## src/rtl/uart_rx_pkg.sv

```systemverilog
package uart_rx_pkg;

    typedef enum logic [2:0] {
        RX_IDLE,
        RX_START,
        RX_DATA,
        RX_PAR,
        RX_STOP1,
        RX_STOP2,
        RX_HOLD
    } rx_state_e;

    typedef struct packed {
        logic [1:0] wlen;
        logic       par_en;
        logic       par_even;
        logic       stick;
        logic       two_stop;
        logic       ovs8;
        logic [3:0] start_half;
    } rx_cfg_t;

endpackage

```

## src/rtl/uart_rx_sync.sv

```systemverilog
module uart_rx_sync #(
    parameter int STAGES = 2,
    parameter bit IDLE_VAL = 1'b1
) (
    input  logic clk,
    input  logic rst_n,
    input  logic din,
    output logic dout
);
    logic [STAGES-1:0] chain_d, chain_q;

    generate
        if (STAGES == 1) begin : g_single
            always_comb chain_d = din;
        end else begin : g_multi
            always_comb chain_d = {chain_q[STAGES-2:0], din};
        end
    endgenerate

    always_ff @(posedge clk or negedge rst_n) begin
        if (!rst_n) chain_q <= {STAGES{IDLE_VAL}};
        else        chain_q <= chain_d;
    end

    assign dout = chain_q[STAGES-1];
endmodule

```

## src/rtl/uart_rx_parity.sv

```systemverilog
module uart_rx_parity #(
    parameter int DATA_W = 8
) (
    input  logic [DATA_W-1:0] data,
    input  logic              par_bit,
    input  logic              par_even,
    input  logic              stick,
    output logic              par_err
);
    logic ones_odd;

    always_comb begin
        ones_odd = (^data) ^ par_bit;
        if (stick) begin
            // fixed bit: 0 for even select, 1 for odd select
            par_err = (par_bit != !par_even);
        end else if (par_even) begin
            par_err = ones_odd;
        end else begin
            par_err = !ones_odd;
        end
    end
endmodule

```

## src/rtl/uart_frame_rx.sv

```systemverilog
module uart_frame_rx
    import uart_rx_pkg::*;
#(
    parameter int DATA_W      = 8,
    parameter int WLEN_BASE   = 5,
    parameter int OVS_HI      = 16,
    parameter int OVS_LO      = 8,
    parameter int SYNC_STAGES = 2
) (
    input  logic              clk,
    input  logic              rst_n,
    input  logic              tick_en,
    input  logic              rx_en,
    input  logic              rx_line,
    input  logic [1:0]        cfg_wlen,
    input  logic              cfg_par_en,
    input  logic              cfg_par_even,
    input  logic              cfg_stick,
    input  logic              cfg_two_stop,
    input  logic              cfg_ovs8,
    input  logic [3:0]        cfg_start_half,
    input  logic              fifo_full,
    output logic              push,
    output logic [DATA_W-1:0] push_data,
    output logic              err_frame,
    output logic              err_parity,
    output logic              err_break,
    output logic              err_overrun
);
    localparam int CNT_W = $clog2(OVS_HI);
    localparam int IDX_W = $clog2(DATA_W);
    localparam logic [CNT_W-1:0] LAST_HI = CNT_W'(OVS_HI - 1);
    localparam logic [CNT_W-1:0] LAST_LO = CNT_W'(OVS_LO - 1);
    localparam logic [CNT_W-1:0] HALF_HI = CNT_W'(OVS_HI / 2 - 1);
    localparam logic [CNT_W-1:0] HALF_LO = CNT_W'(OVS_LO / 2 - 1);
    localparam logic [IDX_W-1:0] IDX_BASE = IDX_W'(WLEN_BASE - 1);

    typedef struct packed {
        rx_state_e         st;
        logic [CNT_W-1:0]  cnt;
        logic [IDX_W-1:0]  idx;
        logic [DATA_W-1:0] shreg;
        logic              par_bit;
        logic              stop_bad;
        logic              all_zero;
        rx_cfg_t           cfg;
        logic              push;
        logic [DATA_W-1:0] dout;
        logic              fe;
        logic              pe;
        logic              be;
        logic              ovr;
    } rx_regs_t;

    rx_regs_t rx_d, rx_q;

    logic             line_s;
    logic             par_err;
    rx_cfg_t          cfg_in;
    logic [CNT_W-1:0] bit_last;
    logic [CNT_W-1:0] half_lim;
    logic [IDX_W-1:0] idx_last;
    logic             do_finish;
    logic             stop_bad_n;
    logic             all_zero_n;

    uart_rx_sync #(.STAGES(SYNC_STAGES), .IDLE_VAL(1'b1)) u_sync (
        .clk  (clk),
        .rst_n(rst_n),
        .din  (rx_line),
        .dout (line_s)
    );

    uart_rx_parity #(.DATA_W(DATA_W)) u_par (
        .data    (rx_q.shreg),
        .par_bit (rx_q.par_bit),
        .par_even(rx_q.cfg.par_even),
        .stick   (rx_q.cfg.stick),
        .par_err (par_err)
    );

    always_comb begin
        cfg_in = '{wlen: cfg_wlen, par_en: cfg_par_en, par_even: cfg_par_even,
                   stick: cfg_stick, two_stop: cfg_two_stop, ovs8: cfg_ovs8,
                   start_half: cfg_start_half};
        bit_last = rx_q.cfg.ovs8 ? LAST_LO : LAST_HI;
        if (rx_q.cfg.start_half != 4'd0) half_lim = CNT_W'(rx_q.cfg.start_half);
        else                             half_lim = rx_q.cfg.ovs8 ? HALF_LO : HALF_HI;
        idx_last = IDX_BASE + IDX_W'(rx_q.cfg.wlen);
    end

    always_comb begin
        rx_d       = rx_q;
        rx_d.push  = 1'b0;
        do_finish  = 1'b0;
        stop_bad_n = rx_q.stop_bad;
        all_zero_n = rx_q.all_zero;
        if (rx_q.ovr && !fifo_full) rx_d.ovr = 1'b0;

        unique case (rx_q.st)
            RX_IDLE: begin
                if (tick_en && rx_en && !line_s) begin
                    rx_d.st  = RX_START;
                    rx_d.cnt = '0;
                    rx_d.cfg = cfg_in;
                end
            end
            RX_START: begin
                if (tick_en) begin
                    if (rx_q.cnt == half_lim) begin
                        rx_d.cnt = '0;
                        if (line_s) begin
                            rx_d.st = RX_IDLE;
                        end else begin
                            rx_d.st       = RX_DATA;
                            rx_d.idx      = '0;
                            rx_d.shreg    = '0;
                            rx_d.par_bit  = 1'b0;
                            rx_d.stop_bad = 1'b0;
                            rx_d.all_zero = 1'b1;
                        end
                    end else begin
                        rx_d.cnt = rx_q.cnt + 1'b1;
                    end
                end
            end
            RX_DATA: begin
                if (tick_en) begin
                    if (rx_q.cnt == bit_last) begin
                        rx_d.cnt               = '0;
                        rx_d.shreg[rx_q.idx]   = line_s;
                        rx_d.all_zero          = rx_q.all_zero & ~line_s;
                        if (rx_q.idx == idx_last) begin
                            rx_d.st = rx_q.cfg.par_en ? RX_PAR : RX_STOP1;
                        end else begin
                            rx_d.idx = rx_q.idx + 1'b1;
                        end
                    end else begin
                        rx_d.cnt = rx_q.cnt + 1'b1;
                    end
                end
            end
            RX_PAR: begin
                if (tick_en) begin
                    if (rx_q.cnt == bit_last) begin
                        rx_d.cnt      = '0;
                        rx_d.par_bit  = line_s;
                        rx_d.all_zero = rx_q.all_zero & ~line_s;
                        rx_d.st       = RX_STOP1;
                    end else begin
                        rx_d.cnt = rx_q.cnt + 1'b1;
                    end
                end
            end
            RX_STOP1, RX_STOP2: begin
                if (tick_en) begin
                    if (rx_q.cnt == bit_last) begin
                        rx_d.cnt      = '0;
                        stop_bad_n    = rx_q.stop_bad | ~line_s;
                        all_zero_n    = rx_q.all_zero & ~line_s;
                        rx_d.stop_bad = stop_bad_n;
                        rx_d.all_zero = all_zero_n;
                        if (rx_q.st == RX_STOP1 && rx_q.cfg.two_stop) rx_d.st = RX_STOP2;
                        else                                          do_finish = 1'b1;
                    end else begin
                        rx_d.cnt = rx_q.cnt + 1'b1;
                    end
                end
            end
            RX_HOLD: begin
                if (line_s) rx_d.st = RX_IDLE;
            end
            default: rx_d.st = RX_IDLE;
        endcase

        if (do_finish) begin
            rx_d.st = all_zero_n ? RX_HOLD : RX_IDLE;
            if (fifo_full) begin
                rx_d.ovr = 1'b1;
            end else begin
                rx_d.push = 1'b1;
                if (all_zero_n) begin
                    rx_d.dout = '0;
                    rx_d.fe   = 1'b0;
                    rx_d.pe   = 1'b0;
                    rx_d.be   = 1'b1;
                end else begin
                    rx_d.dout = rx_q.shreg;
                    rx_d.fe   = stop_bad_n;
                    rx_d.pe   = rx_q.cfg.par_en & par_err;
                    rx_d.be   = 1'b0;
                end
            end
        end
    end

    always_ff @(posedge clk or negedge rst_n) begin
        if (!rst_n) begin
            rx_q    <= '0;
            rx_q.st <= RX_IDLE;
        end else begin
            rx_q <= rx_d;
        end
    end

    assign push        = rx_q.push;
    assign push_data   = rx_q.dout;
    assign err_frame   = rx_q.fe;
    assign err_parity  = rx_q.pe;
    assign err_break   = rx_q.be;
    assign err_overrun = rx_q.ovr;
endmodule

```

## config.mk

```make
export PLATFORM = sky130hd
export DESIGN_NAME = uart_frame_rx
export DESIGN_NICKNAME = d
export VERILOG_FILES = /design/src/rtl/uart_rx_pkg.sv /design/src/rtl/uart_rx_sync.sv /design/src/rtl/uart_rx_parity.sv /design/src/rtl/uart_frame_rx.sv
export SDC_FILE = /design/constraint.sdc
export NUM_CORES = 1
export LEC_CHECK = 0
export BUFFER_PORTS_ARGS = -buffer_cell sky130_fd_sc_hd__buf_2
export CAP_MARGIN = 0
export CORE_MARGIN = 5
export CORE_UTILIZATION = 30
export DETAILED_ROUTE_END_ITERATION = 7
export SLEW_MARGIN = 20
export SYNTH_ARGS = -nofsm -noshare
export SYNTH_HDL_FRONTEND = slang
export SYNTH_SLANG_ARGS = --single-unit
```

## constraint.sdc

```tcl
create_clock -name clk -period 2.2 [get_ports clk]
set_clock_uncertainty 0.1 [all_clocks]
set_input_delay 0.44 -clock clk [delete_from_list [all_inputs] [get_ports clk]]
set_output_delay 0.44 -clock clk [all_outputs]
set_load 0.1 [all_outputs]
```

After elaboration in Yosys (flattened, before gate mapping)
Cells that the tools add are included.

Shift-type cells: 0. Equality and inequality tests: 33. Reduce and logical (&&, ||, !) cells: 28. Add/subtract/negate cells: 3. Bitwise logic cells: 6. Multiplexer cells: 55. Divide/modulo/power cells: 0. $lt $le $gt $ge: 2. $mul: 0.

Operators by type and width (number): two-way mux 3 bit (12); != test 3 bit, second input constant (11); AND reduction 6 bit (5); two-way mux 14 bit (2); two-way mux 11 bit (2); != test 2 bit, second input constant (11); one-hot mux 11 bit (2 select lines) (1); two-way mux 21 bit (1); two-way mux 7 bit (3); one-hot mux 4 bit (5 select lines) (1); two-way mux 18 bit (1); one-hot mux 3 bit (6 select lines) (1); two-way mux 1 bit (17); two-way mux 4 bit (4); two-way mux 13 bit (1); two-way mux 12 bit (1); AND reduction 12 bit (1); == test 3 bit, second input constant (3); bitwise mux 8 bit (1); == test 4 bit (2); XOR reduction 8 bit (1); AND reduction 7 bit (1); == test 3 x 2 -> 1 bit, second input constant (2); two-way mux 2 bit (3); other kinds (25) (39).

RAM bits: 0. Flip-flop bits (word level): 47. Memory bits (read-only): 0. Word-level logic and storage cells: 148. Bits in latches: 0. Input bits: 17. Memories kept: 0.

Depth between registers and ports, before layout
Gate-level depths: netlist (run 1).

Depth after elaboration: 9. Depth in mapped cells: 8. Mapped depth without buffers: 7.

By module
A second synthesis (run 1) with hierarchy kept.

Cell total of the unflattened synthesis: 269. Area total of the unflattened synthesis: 2538.7 sq um.

By module, submodules not included: uart_frame_rx (times used 1, cells an instance 257, area an instance 2403.6 sq um, sequential area each 1126.1 sq um); uart_rx_parity (times used 1, cells an instance 10, area an instance 82.6 sq um, sequential area each 0.0 sq um); uart_rx_sync (times used 1, cells an instance 2, area an instance 52.6 sq um, sequential area each 52.6 sq um).

Least setup slack after synthesis (run 1)
OpenSTA, ideal clock, no wires.

Path kind: reg2reg. Start point: reg u_sync.chain_q[1]. End point: reg rx_q[43] (netlist name). Library setup time: 125 ps. Stages on the path, launching flop included: 8. Path slack: 209 ps. Period minus slack after synthesis: 1991 ps. Arrival time: 1767 ps. Path through: dfstp_2 > buf_2 > inv_1 > and4_1 > a311oi_1 > o21ai_2 > o21ai_1 > mux2_2.

Word-level cells in the longest chain between the ends: 7. Elaborated cells on any way between the ends: 16.

Ends and longest elaborated chain: from (decl) (RTL line uart_rx_sync.sv:10) `logic [STAGES-1:0] chain_d, chain_q;`; from (signal assigned) (RTL line uart_rx_sync.sv:21) `if (!rst_n) chain_q <= {STAGES{IDLE_VAL}};`; from (signal assigned) (RTL line uart_rx_sync.sv:22) `else chain_q <= chain_d;`; inverter 1 bit (RTL line uart_frame_rx.sv:160) `all_zero_n = rx_q.all_zero & ~line_s;`; bitwise AND 1 bit (RTL line uart_frame_rx.sv:160); two-way mux 1 bit (RTL line uart_frame_rx.sv:157) `if (rx_q.cnt == bit_last) begin`; two-way mux 1 bit; two-way mux 1 bit (RTL line uart_frame_rx.sv:100) `unique case (rx_q.st)`; two-way mux 3 bit (RTL line uart_frame_rx.sv:177) `rx_d.st = all_zero_n ? RX_HOLD : RX_IDLE;`; two-way mux 3 bit (RTL line uart_frame_rx.sv:176) `if (do_finish) begin`; to (signal assigned) (RTL line uart_frame_rx.sv:202) `rx_q <= rx_d;`; to (decl) (RTL line uart_frame_rx.sv:55) `rx_regs_t rx_d, rx_q;`.

Several ways; a longest one is shown, not always the timed one. The select of a mux whose other input is x is not followed. A chain may end at the register's enable or synchronous reset.

Worst setup path in the final report (run 1)
Ends and elaborated chain as after synthesis.

==> impl_metrics.py, run 1 <==
metrics = {
    "logic_synthesis": {
        "syn_avg_cell_area_sq_um": 10.1,
        "synth.distinct_cells": 54,
        "async_reset_ff_share_pct": 100,
        "ys_warn_count": 0,
        "yosysSeqAreaShare_pct": 45.8,
        "post_synth_main_area_contributors": "dfrtp_1 (44%), mux2_2 (5.3%), a22o_1 (3.7%)",
        "post-synth-top-area-cell": "dfrtp_1",
        "syn-instance-count": 254,
        "synth.top_cell.area_share_pct": 43.8,
        "combined_area_of_all_synthesized_cells_sq_um": 2570,
        "synth_enable_flop_cells": 0,
        "ys.flop_type": "dfrtp_1",
        "synth_seq_cells": 47,
        "synth_nets": 273,
    },
    "setup_path": {
        "cp_num_cells": 6,
        "reg2regPathDepth": 6,
        "path_max_fanout": 9,
        "r2r_slack_ps": 90,
        "worstSetupStartpointType": "register",
        "endpoint": "rx_q[43]",
        "worst-endpoint-arrival_ps": 2200,
        "setup.worst_path.end_class": "register",
        "crit_path_start": "u_sync.chain_q[1]",
        "cpMaxStageDelayCell": "dfstp_2",
        "buf_inv_on_cp": 1,
        "worstPathCellList": "inv_1, and4_1, a311oi_1, o21ai_2, o21ai_1, mux2_2",
        "critPathTopFamily": "flip-flops",
        "crit_type": "register to register",
        "worstReg2RegStart": "u_sync.chain_q[1]",
        "r2r_end": "rx_q[43]",
        "max_stage_delay_ps": 640,
        "worst-endpoint-required_ps": 2290,
    },
    "floorplanning": {
        "dieWidth_um": 103,
        "die-height_um": 103,
        "core_area_sq_um": 8300,
        "io_pins": 30,
        "start_util_pct": 31.0,
        "area_of_the_die_sq_um": 10500,
        "placement_rows": 33,
    },
    "global_routing": {
        "antenna_violations_before_repair": 0,
        "grt_first_pass_wirelength_mm": 9.59,
        "grt_usage_pct": 11.4,
        "first_global_vias": 1989,
        "grt_start_max_net_pins": 26,
        "grt_overflow_total": 0,
    },
    "drt": {
        "drt_iter0_markers": 113,
        "drt_wl_total_mm": 5.66,
        "detailroute.via_count": 2000,
        "drc": 0,
        "detail_route.vias_per_cell": 5.04,
        "final_antenna_net_count": 0,
        "drt_pre_antenna_iters": 4,
        "post_drt_wl_per_cell_um": 14.3,
    },
    "pwr": {
        "max_rail_drop_vdd_mv": 0.374,
        "power_per_cell_area_nw_per_um2": 1050,
        "power.static_leakage_nw": 1.37,
    },
    "finish": {
        "diodes": 0,
        "num-nets-final": 310,
        "layout-area-overhead-vs-synth_pct": 18.3,
        "leading_cell_type_in_the_layout_fill_and_taps_excluded": "dfrtp_1",
        "commonest_cells_after_routing_fill_and_taps_aside": "dfrtp_1 (45), buf_2 (29), nand2_1 (22)",
        "layout.core_utilization_pct": 36.7,
        "fraction_of_final_layout_cells_with_drive_strength_greater_than_1_pct": 30.5,
    },
    "timing": {
        "grt_setup_unrepaired": "no",
        "fin_crit_sh_pct": 95.7,
        "max_slew_margin_pct": 64.9,
        "timing.final.max_slew_violations": 0,
        "final.min_clock_period_ps": 2110,
        "worst-slew-pin-transition_ps": 527,
        "final-setup-viol-count": 0,
        "max_frequency_mhz": 475,
        "total_negative_slack_ps": 0,
        "hold_viol_final": 0,
    },
    "cts": {
        "largest_buffer_count_on_any_clock_path": 2,
        "clk_transition_reported_paths_ps": 100,
        "clock_tree_from_tritoncts": "yes",
        "tritoncts_num_sinks": 47,
        "cts_inserted_buffers": 5,
        "hold_buffers": 0,
        "clock_tree.htree_level_count": 2,
        "cts-root-buf": "clkbuf_8",
        "clock_latency_ps": 300,
    },
    "status": {
        "status": "completed",
    },
    "placed_design": {
        "placement.io_buffers": 29,
        "dp_hpwl_mm": 4.37,
        "place.gp.congestion": 0.869,
    },
    "hold_path": {
        "min_path_type": "primary input to async pin",
    },
    "run": {
        "drv_cap": 0,
    },
}
==> synthesized netlist by cell type (all sizes together), types with 4 or more instances <==
cell   number
xor2        5
xnor2       9
buf        16
a31oi       7
nand2      22
a22o       11
nand3      10
nor3        7
dfrtp      45
inv         8
o31ai       9
a21oi       8
nor2       17
o21ai      24
or3         4
mux2       12
==> logic make-up (layout without fill, tap and decap cells) <==
logic type / Yosys count / after routing / synth area share, %
AOI/OAI and AO/OA: 77 / 77 / 22.2
adders and majority gates: 2 / 2 / 0.972
buffers and inverters: 26 / 64 / 5.69
muxes: 13 / 13 / 5.64
and+or+nand+nor: 75 / 75 / 15.0
xor gates and xnor gates: 14 / 14 / 4.76
DFF: 47 / 47 / 45.8
==> metal layers <==
layer	wire length (um)	part of all wire, %	vias to the layer above	GRT usage, %
li1	-	-	988	-
met2	2620	46	47	18.3
met5	0	0	-	0
met4	43	0.76	0	2.72
met3	270	4.8	4	2.23
met1	2720	48	961	15.9
==> stage by stage <==
step	total power (W)	hold slack, ps	setup WS [ps]	std cells	area (sq um)
2_1_floorplan	0.00205	44.4	209	254	2570
3_3_place_gp	0.00242	247	148	389	2890
3_5_place_dp	0.00243	249	113	389	2890
4_1_cts	0.00322	13.8	84.0	397	3030
5_1_grt	0.00342	39.4	1.74	397	3040
6_report	0.00319	4.83	94.7	397	3040
==> timing repair <==
item,CTS,global route
setup buffers,0,0
setup endpoints to repair,0,10
resized for setup,0,3
==> sequential cells by signal, indices dropped and copies added (netlist names) <==
name	flops
err_parity	1
push	1
err_overrun	1
u_sync.chain_q	2
err_break	1
err_frame	1
push_data	8
rx_q	32
==> power breakdown <==
group          switching (W)  total (W)  internal, W
clock network       0.000311   0.000772     0.000461
registers           0.000167    0.00119      0.00103
logic               0.000658    0.00123     0.000572
==> area by class of cell <==
type / count / area [sq um]
clock buffers: 5 / 68.8
clock inverters: 3 / 71.3
fillers: 855 / 5260
inverters: 8 / 30.0
multi-input cells: 181 / 1260
flip-flops and latches: 47 / 1180
well taps: 105 / 131
repair buffers: 48 / 300
==> how the worst min path moves through the flow <==
stage | slack, ps | cells past startpoint | end | startpoint
floorplan | 40 | 0 | err_break | rst_n
global placement | 250 | 0 | u_sync.chain_q[1] | u_sync.chain_q[0]
detailed placement | 250 | 0 | u_sync.chain_q[1] | u_sync.chain_q[0]
CTS | 10 | 1 | rx_q[24] | rst_n
global route | 40 | 1 | rx_q[24] | rst_n
finish | 5 | 1 | rx_q[24] | rst_n
Note: power is estimated with default switching activity, not from simulation.
==> run 2, diff against run 1 <==
GPL_TIMING_DRIVEN = 0   (was not set)
==> run 2 against run 1 <==
Compared with the run above:
- die area did not move
- global-route usage decreased by 0.48 points
- cell count shrank 0.25%
- non-clock buffer count shrank 1
- via count decreased by 0.50%
- critical path depth is 1 higher
- final area decreased by 1.1%
- core utilization shrank 0.39 points
- wire length is 1.7% lower
- register-to-register slack better by 20 ps
- sequential power is essentially flat
- critical path type unchanged
- critical endpoint unchanged
- largest cell class unchanged
==> impl_metrics.py, run 2 (synthesis gave the netlist of run 1 again) <==
metrics = {
    "setup_path": {
        "worstSetupStartpointType": "register",
        "max_stage_delay_ps": 440,
        "cpMaxStageDelayCell": "dfrtp_1",
        "worst-endpoint-required_ps": 2290,
        "path_max_fanout": 5,
        "worstPathCellList": "ha_1, nand2_1, nor3b_4, o21a_1, o21ai_2, o21ai_1, mux2_2",
        "worst-endpoint-arrival_ps": 2180,
        "crit_type": "register to register",
        "setup.worst_path.end_class": "register",
        "r2r_slack_ps": 120,
        "reg2regPathDepth": 7,
    },
    "drt": {
        "drt_iter0_markers": 96,
        "detailroute.via_count": 1990,
        "detail_route.vias_per_cell": 5.03,
        "post_drt_wl_per_cell_um": 14.1,
        "met1Wirelength_mm": 2.60,
        "final_antenna_net_count": 0,
        "drc": 0,
        "drt_pre_antenna_iters": 4,
        "detailroute.wirelength.met3_um": 318,
        "wl_met2_mm": 2.59,
        "top_layer": "met4",
        "drt_wl_total_mm": 5.57,
    },
    "cts": {
        "cts-root-buf": "clkbuf_8",
        "clk_transition_reported_paths_ps": 90,
        "tritoncts_num_sinks": 47,
        "largest_buffer_count_on_any_clock_path": 2,
        "clock_tree.htree_level_count": 2,
        "clock_tree_from_tritoncts": "yes",
        "clock_latency_ps": 310,
        "cts_inserted_buffers": 5,
        "hold_buffers": 0,
    },
    "timing": {
        "final.min_clock_period_ps": 2080,
        "worst_slack_ps": 116,
        "fin_worst_hold_slack_ps": 33.9,
        "hold_viol_final": 0,
        "worst-slew-pin-transition_ps": 591,
        "timing.final.max_slew_violations": 0,
        "max_frequency_mhz": 480,
        "fin_crit_sh_pct": 94.7,
        "final-setup-viol-count": 0,
        "grt_setup_unrepaired": "no",
        "max_slew_margin_pct": 60.6,
        "total_negative_slack_ps": 0,
    },
    "finish": {
        "largest_reg_flops": 32,
        "ff_latch_area_sq_um": 1180,
        "num-nets-final": 309,
        "largest_register": "rx_q",
        "layout-area-overhead-vs-synth_pct": 17.0,
        "leading_cell_type_in_the_layout_fill_and_taps_excluded": "dfrtp_1",
        "commonest_cells_after_routing_fill_and_taps_aside": "dfrtp_1 (45), buf_2 (32), nand2_1 (21)",
        "finish.instance_area_sq_um": 3010,
        "multi_input_logic_area_sq_um": 1270,
        "fill_cells": 846,
        "diodes": 0,
        "fraction_of_final_layout_cells_with_drive_strength_greater_than_1_pct": 30.9,
    },
    "floorplanning": {
        "io_pins": 30,
        "core_area_sq_um": 8300,
        "dieWidth_um": 103,
        "start_util_pct": 31.0,
        "area_of_the_die_sq_um": 10500,
        "die-height_um": 103,
        "placement_rows": 33,
    },
    "status": {
        "status": "completed",
    },
    "hold_path": {
        "min_path_type": "primary input to async pin",
    },
    "global_routing": {
        "first_global_vias": 1911,
        "grt_start_max_net_pins": 48,
        "grt_usage_pct": 10.9,
        "grt_first_pass_wirelength_mm": 9.11,
        "grt_overflow_total": 0,
        "antenna_violations_before_repair": 0,
    },
    "placed_design": {
        "place.gp.congestion": 0.892,
        "placement.setup.worst_slack_ps": 22.8,
        "placement.io_buffers": 29,
        "placedInstanceArea_sq_um": 2850,
        "dp_hpwl_mm": 4.05,
    },
    "pwr": {
        "power.static_leakage_nw": 1.35,
        "power_per_cell_area_nw_per_um2": 999,
        "max_rail_drop_vdd_mv": 0.341,
    },
    "run": {
        "drv_cap": 0,
    },
}
-- run 2: area by class of cell --
type,instances,area share [%]
clock buffer,5,2.29
buffer,17,3.78
timing repair buffer,30,5.57
sequential,47,39.1
inverter,8,0.997
tap,105,4.36
multi-input combinational,181,42.3
clock inverter,3,1.58
-- run 2: through the flow --
step	power, W	utilization (%)	std cells
3_3_place_gp	0.00229	34.3	388
5_1_grt	0.00321	36.3	396
2_1_floorplan	0.00205	-	254
4_1_cts	0.00297	35.7	396
3_5_place_dp	0.00231	34.3	388
6_report	0.00301	36.3	396
-- run 2: path summary, 6_finish.rpt --
check,startpoint,end
max reg2reg,rx_q[39],rx_q[43]
min reg2reg,u_sync.chain_q[0],u_sync.chain_q[1]
min in group clk,rx_line,u_sync.chain_q[0]
max,rx_q[39],rx_q[43]
max in group asynchronous,rst_n,rx_q[38]
min,rst_n,err_overrun
-- run 2: power breakdown --
group          switching, W  internal, W
Clock              0.000320     0.000345
Combinational      0.000668     0.000499
Sequential         0.000152      0.00103
Total               0.00114      0.00187
-- run 2: critical path: cells and delay by family, from the launching register on --
kind / cells / cell delay (ps)
mux: 1 / 340
compound gates: 3 / 440
simple gates: 2 / 440
flops: 1 / 440
fa+ha+maj: 1 / 220
-- run 2: what timing repair did --
action                                  in CTS  in global routing
setup buffers                                0                  1
endpoints found under the setup margin       0                 14
gates resized for setup                      0                  8
-- run 2: layer usage --
layer	vias up	global-route usage, %
met2	46	18.0
met5	-	0
met1	951	14.1
met4	0	2.72
li1	988	-
met3	5	3.18
